===== config.mk =====
export PLATFORM = sky130hd
export DESIGN_NAME = flag_cmd_status
export DESIGN_NICKNAME = d
export VERILOG_FILES = /design/src/rtl/wsc_pkg.sv /design/src/rtl/wsc_cmd_decode.sv /design/src/rtl/wsc_flag_next.sv /design/src/rtl/wsc_irq_merge.sv /design/src/rtl/flag_cmd_status.sv
export SDC_FILE = /design/constraint.sdc
export NUM_CORES = 1
export LEC_CHECK = 0
export BUFFER_PORTS_ARGS = -buffer_cell sky130_fd_sc_hd__buf_2
export CORE_UTILIZATION = 37
export CTS_CLUSTER_DIAMETER = 200
export DETAILED_ROUTE_END_ITERATION = 10
export GPL_ROUTABILITY_DRIVEN = 0
export GPL_TIMING_DRIVEN = 0
export PLACE_DENSITY = 0.82
export SYNTH_ARGS = -nofsm -noshare
export SYNTH_HDL_FRONTEND = slang
export SYNTH_SLANG_ARGS = --single-unit

===== constraint.sdc =====
create_clock -name clk -period 2.4 [get_ports clk]
set_input_delay 0.36 -clock clk [delete_from_list [all_inputs] [get_ports clk]]
set_output_delay 0.36 -clock clk [all_outputs]
set_load 0.02 [all_outputs]

===== src/rtl/wsc_pkg.sv =====
package wsc_pkg;
    localparam int CMD_W  = 16;
    localparam int STAT_W = 16;
    localparam int ERR_N  = 6;
    localparam int FLAG_N = ERR_N + 2;
    localparam int GATE_N = ERR_N - 1;

    // flag index: 0 enable, 1 master-select, 2..7 error flags 0..5
    localparam int SET_POS [FLAG_N] = '{1, 3, 7, 12, 13, 14, 15, 5};
    localparam int CLR_POS [FLAG_N] = '{0, 2, 6, 8, 9, 10, 11, 4};

    localparam int ST_EN   = 0;
    localparam int ST_MS   = 1;
    localparam int ST_MODE = 7;
    localparam int ST_ERRL = 8;
    localparam int ST_BUSY = 13;

    typedef struct packed {
        logic [ERR_N-1:0] err;
        logic             ms;
        logic             en;
    } wsc_state_t;
endpackage


===== src/rtl/wsc_cmd_decode.sv =====
module wsc_cmd_decode
    import wsc_pkg::*;
(
    input  logic                we_i,
    input  logic [CMD_W-1:0]    wdata_i,
    output logic [FLAG_N-1:0]   set_o,
    output logic [FLAG_N-1:0]   clr_o
);
    for (genvar i = 0; i < FLAG_N; i++) begin : g_pair
        assign set_o[i] = we_i & wdata_i[SET_POS[i]];
        assign clr_o[i] = we_i & wdata_i[CLR_POS[i]];
    end
endmodule


===== src/rtl/wsc_flag_next.sv =====
module wsc_flag_next (
    input  logic cur_i,
    input  logic sw_set_i,
    input  logic sw_clr_i,
    input  logic hw_hit_i,
    output logic nxt_o
);
    // software clear beats software set; a hardware hit beats everything
    always_comb begin
        nxt_o = cur_i;
        if (sw_set_i) nxt_o = 1'b1;
        if (sw_clr_i) nxt_o = 1'b0;
        if (hw_hit_i) nxt_o = 1'b1;
    end
endmodule


===== src/rtl/wsc_irq_merge.sv =====
module wsc_irq_merge #(
    parameter int N = 6
) (
    input  logic [N-1:0] flags_i,
    output logic         irq_o
);
    assign irq_o = |flags_i;
endmodule


===== src/rtl/flag_cmd_status.sv =====
module flag_cmd_status
    import wsc_pkg::*;
(
    input  logic              clk,
    input  logic              rst_n,
    input  logic              cmd_we,
    input  logic [CMD_W-1:0]  cmd_wdata,
    input  logic [ERR_N-1:0]  hw_evt,
    input  logic [GATE_N-1:0] hw_gate,
    input  logic              busy_in,
    output logic [STAT_W-1:0] status,
    output logic              err_irq
);
    wsc_state_t        st_d, st_q;
    logic [FLAG_N-1:0] set_v, clr_v, hit_v, nxt_v;

    wsc_cmd_decode u_dec (
        .we_i    (cmd_we),
        .wdata_i (cmd_wdata),
        .set_o   (set_v),
        .clr_o   (clr_v)
    );

    assign hit_v[0] = 1'b0;
    assign hit_v[1] = 1'b0;
    assign hit_v[2] = hw_evt[0];
    for (genvar k = 1; k < ERR_N; k++) begin : g_gate
        assign hit_v[k+2] = hw_evt[k] & hw_gate[k-1];
    end

    for (genvar i = 0; i < FLAG_N; i++) begin : g_cell
        wsc_flag_next u_cell (
            .cur_i    (st_q[i]),
            .sw_set_i (set_v[i]),
            .sw_clr_i (clr_v[i]),
            .hw_hit_i (hit_v[i]),
            .nxt_o    (nxt_v[i])
        );
    end

    always_comb begin
        st_d = wsc_state_t'(nxt_v);
    end

    always_ff @(posedge clk or negedge rst_n) begin
        if (!rst_n) st_q <= '0;
        else        st_q <= st_d;
    end

    always_comb begin
        status                          = '0;
        status[ST_EN]                   = st_q.en;
        status[ST_MS]                   = st_q.ms;
        status[ST_MODE]                 = st_q.err[0];
        status[ST_ERRL+GATE_N-1:ST_ERRL] = st_q.err[ERR_N-1:1];
        status[ST_BUSY]                 = busy_in;
    end

    wsc_irq_merge #(.N(ERR_N)) u_irq (
        .flags_i (st_q.err),
        .irq_o   (err_irq)
    );

    assert_set_en_R2: assert property (@(posedge clk) disable iff (!rst_n)
        (cmd_we && cmd_wdata[1] && !cmd_wdata[0]) |=> status[ST_EN]);

    assert_clr_wins_R4: assert property (@(posedge clk) disable iff (!rst_n)
        (cmd_we && cmd_wdata[0]) |=> !status[ST_EN]);

    assert_sticky_txovf_R5: assert property (@(posedge clk) disable iff (!rst_n)
        (status[ST_ERRL] && !(cmd_we && cmd_wdata[8])) |=> status[ST_ERRL]);

    assert_gate_blocks_R6: assert property (@(posedge clk) disable iff (!rst_n)
        (!status[ST_ERRL] && hw_evt[1] && !hw_gate[0] &&
         !(cmd_we && cmd_wdata[12])) |=> !status[ST_ERRL]);

    assert_evt_beats_clr_R7: assert property (@(posedge clk) disable iff (!rst_n)
        (hw_evt[1] && hw_gate[0]) |=> status[ST_ERRL]);

    assert_irq_on_mode_R8: assert property (@(posedge clk) disable iff (!rst_n)
        hw_evt[0] |=> err_irq);

    assert_no_write_R10: assert property (@(posedge clk) disable iff (!rst_n)
        (!cmd_we) |=> $stable(status[ST_MS:ST_EN]));
endmodule


# --- Word level (Yosys, flattened, before mapping) ---
# Index checks and enable logic that the tools add are counted.
op_classes:
  mux: 22
  reduce_logical: 9
  bitwise: 21
ops:
  columns: ["cell", "count"]
  rows:
  - ["two-way mux 1 bit", 22]
  - ["AND 1 bit", 21]
  - ["nonzero test 3 bit", 6]
  - ["OR reduction 6 bit", 1]
  - ["nonzero test 2 bit", 2]
word_totals:
  out_inout_bits: 17
  reg_bits: 8
  wordCells: 60
  inputBits: 31

# --- Logic depth before layout (Yosys ltp) ---
logic_depth:
  ltp_word: 4
  mapped_depth: 3
  mapped_depth_nobuf: 2

# --- By module ---
# A second synthesis with hierarchy kept.
hier_totals:
  cells_unflattened: 58
  hier_area_um2: 555.5
modules_own_cells:
  columns: ["mod", "seq_area_each_um2", "area_per_inst_um2", "instances", "cells_per_inst"]
  rows:
  - ["flag_cmd_status", 200.2, 295.3, 1, 22]
  - ["wsc_cmd_decode", 0.0, 126.4, 1, 17]
  - ["wsc_flag_next", 0.0, 15.0, 8, 2]
  - ["wsc_irq_merge", 0.0, 13.8, 1, 3]

# --- Least setup slack after synthesis ---
# OpenSTA, ideal clock, no wires.
synth_path:
  path_type: "flip-flop to output port"
  start: "register st_q (netlist bit status[10])"
  end: "output err_irq"
  required_time_ns: 2.040
  slack_ns: 1.241
  n_path_buf: 0
  arrival_ns: 0.799
  stages_incl_launch_ff: 3
  path_cell_list: "dfrtp_1 -> nor4_1 -> nand2_1"
synth_via:
  elab_chain_cells: 1
synth_lines:
  columns: ["element", "line_no", "text"]
  rows:
  - ["start: declaration", "flag_cmd_status.sv:14", "wsc_state_t st_d, st_q;"]
  - ["start signal: assignment", "flag_cmd_status.sv:47", "else st_q <= st_d;"]
  - ["OR reduction 6 bit", "wsc_irq_merge.sv:7", "assign irq_o = |flags_i;"]
  - ["end: declaration", "flag_cmd_status.sv:12", "output logic err_irq"]
# No other way between the ends.

# --- Worst setup path after layout ---
# Ends and elaborated chain as after synthesis.

==> results.tsv <==
stage	metric	value	unit
clock_tree	cts_tree	yes	
worst_hold_path	worstHoldPathCells	2	
power_and_ir_drop	pwr_density_cell	501	nW/um2
setup_path	ff2ff_path_depth	2	
finish	utilization	65.4	%
finish	fillers	109	
place	hpwl	903	um
setup_path	path_delay_family	flip-flops	
timing	fin_crit_sh	64.0	%
floorplanning	start_util	42.5	%
clock_tree	max-clock-path-buffers	2	
finish	areaGrowthSynthToFinish	53.8	%
timing	fin_ws	0.865	ns
global_routing	antenna_found_initial	0	
setup_path	path_max_fanout	3	
clock_tree	cts_sinks	8	
global_routing	grt_pass1_vias	428	
global_routing	grt_pass1_wl	1.59	mm
floorplanning	die_h	38.7	um
logic_synthesis	syn_inst	56	
timing	hold_viol_final	0	
setup_path	end_kind	primary output	
logic_synthesis	yosysTopAreaCell	dfrtp_1	
logic_synthesis	ys_warn_count	0	
floorplanning	rows	12	
power_and_ir_drop	p_seq_share	41.4	%
finish	multi_input_area	189	um2
route	drtAntennaViolNets	0	
place	dp_slack	1.11	ns
setup_path	worstReg2RegStart	status[7]	
setup_path	crit_path_max_incr_delay	0.39	ns
logic_synthesis	synth_async_sr_flop_share	100	%
timing	finalMaxSlewViolations	0	
timing	max_clock_freq	651	MHz
finish	finalNetCount	138	
power_and_ir_drop	power_frac_clock	25.8	%
route	wl	1.07	mm
place	io_buffers	39	
flow_run	drv_cap	0	
power_and_ir_drop	switchingPower	0.111	mW
clock_tree	root_buffer	clkbuf_4	
floorplanning	die_w	38.7	um
timing	final.setup.tns	0	ns
finish	register_area	200	um2
place	dp_cells	115	
power_and_ir_drop	p_int	0.272	mW
worst_hold_path	holdPathEnd	status[0]	
timing	whs	0.282	ns
power_and_ir_drop	p_leak	0.423	nW
timing	min_period	1.54	ns
logic_synthesis	synth_seq_cells	8	
finish	antenna_cells	0	
outcome	status	finished, final reports clean	
route	drt_pass1_iterations	4	
logic_synthesis	yosys.cell_types.count	13	
finish	stdcell_count	119	
setup_path	worst_path_max_delay_cell	dfrtp_1	
logic_synthesis	synthTopCellsByCount	16 x buf_4, 9 x a21oi_1, 8 x dfrtp_1	
worst_hold_path	hold_class	in2reg	
power_and_ir_drop	irDropWorstVdd	355	uV
clock_tree	ctsHtreeMaxLevel	1	
logic_synthesis	syn_avg_cell_area	8.89	um2
clock_tree	clock_latency	0.25	ns
logic_synthesis	seq_area_frac_synth	40.2	%
global_routing	grt_max_degree	11	
route	viasPerCell	4.30	
clock_tree	cts_made_buffers	3	
route	wl_per_cell	8.97	um
timing	fin_worst_skew	0	ns
logic_synthesis	synth_most_common_cell	buf_4	
logic_synthesis	synth_edf_count	0	
setup_path	cp_data_required_time	2.04	ns
setup_path	crit_buf_inv	1	
timing	rsz0062_at_grt	false	
setup_path	startpoint_type	flop	
logic_synthesis	synth-main-ff-cell	dfrtp_1	
setup_path	r2r_slack	1.57	ns
logic_synthesis	synth.top_cell.area_share	40.2	%
global_routing	grtUsageTotal	16.1	%
setup_path	worstPathArrival	1.18	ns
route	via_count	512	
finish	drive_gt1_share	62.9	%
route	initialDrtViolationCount	3	
setup_path	path_class	reg2out	
setup_path	r2r-end	status[7]	
power_and_ir_drop	p_sw_share	29.0	%
timing	setup_viol	0	
logic_synthesis	syn-cell-area	498	um2
global_routing	overflow	0	
setup_path	path_cells	nor4_1, nand2_1, buf_2	
route	route.detailed.drc	0	
clock_tree	clk_pin_slew	0.05	ns
logic_synthesis	synth_area_leaders	dfrtp_1 40%, buf_4 24%, a21oi_1 9.0%, and2_2 7.5%, o21ai_1 5.0%	
power_and_ir_drop	pwr-share-comb	32.8	%
floorplanning	ioPinCount	48	
worst_hold_path	hold_start	cmd_wdata[0]	
floorplanning	core	1170	um2
finish	largest_register_ffs	8	
floorplanning	dieArea	1500	um2
area by class of cell:
type,count,share of cell area [%]
buffer,17,17.2
sequential,8,26.1
timing repair buffer,40,26.8
clock buffer,3,2.94
tap,14,2.29
multi-input combinational,37,24.7
worst register-to-register path: cells and delay by family (launching register included):
kind | cells | cell delay (ns)
DFF | 1 | 0.39
AOI/OAI and AO/OA | 2 | 0.33
kinds of logic (layout without fill, tap and decap cells):
kind of cell           count (synthesis)  count (layout)  synth area share, %
buffers and inverters                 17              60                 26.4
AOI/OAI and AO/OA                     16              16                 17.3
and+or+nand+nor                       14              14                 15.3
other                                  1               7                0.753
DFF                                    8               8                 40.2
worst max-delay path by stage:
stage	from	endpoint	slack [ns]	cells after the start
final	status[10]	err_irq	0.86	3
after floorplan	status[10]	err_irq	1.24	2
after detailed placement	status[10]	err_irq	1.11	3
after CTS	status[10]	err_irq	0.84	3
after global placement	status[10]	err_irq	1.11	3
after global routing	status[10]	err_irq	0.76	3
power groups by stage:
stage	combinational, mW	sequential, mW	clock (mW)
detailed placement	0.125	0.161	0
global placement	0.122	0.160	0
global route	0.139	0.160	0.110
CTS	0.127	0.159	0.105
floorplan	0.0824	0.159	0
finish	0.126	0.159	0.0991
cells in the final DEF (no fill, tap or decap):
master         instances
buf_4                 16
o21ai_1                5
conb_1                 7
buf_6                  1
a21o_1                 1
buf_2                 39
dlygate4sd3_1          1
dfrtp_1                8
a21o_2                 1
nor2_1                 1
clkbuf_4               3
and2_2                 5
nand2_2                1
nor4_1                 1
nand2_1                6
a21oi_1                9
per-layer routing:
| metal | vias to the layer above | track usage [%] | wire length (um) |
|---|---|---|---|
| met3 | 0 | 7.51 | 118 |
| met4 | 0 | 5.17 | 0 |
| met1 | 219 | 16.0 | 406 |
| met2 | 28 | 29.2 | 542 |
| met5 | - | 0 | 0 |
| li1 | 265 | - | - |
metrics by stage:
stage	area [um2]	power, mW
finish	766	0.383
global route	766	0.409
CTS	766	0.390
detailed placement	733	0.286
global placement	733	0.283
floorplan	520	0.241
repair_timing:
action,CTS,global route
gates resized for setup,0,0
buffers inserted,0,0
hold buffers,1,0
endpoints found under the hold margin,8,0
No activity file was read; power rests on OpenSTA's default activity.
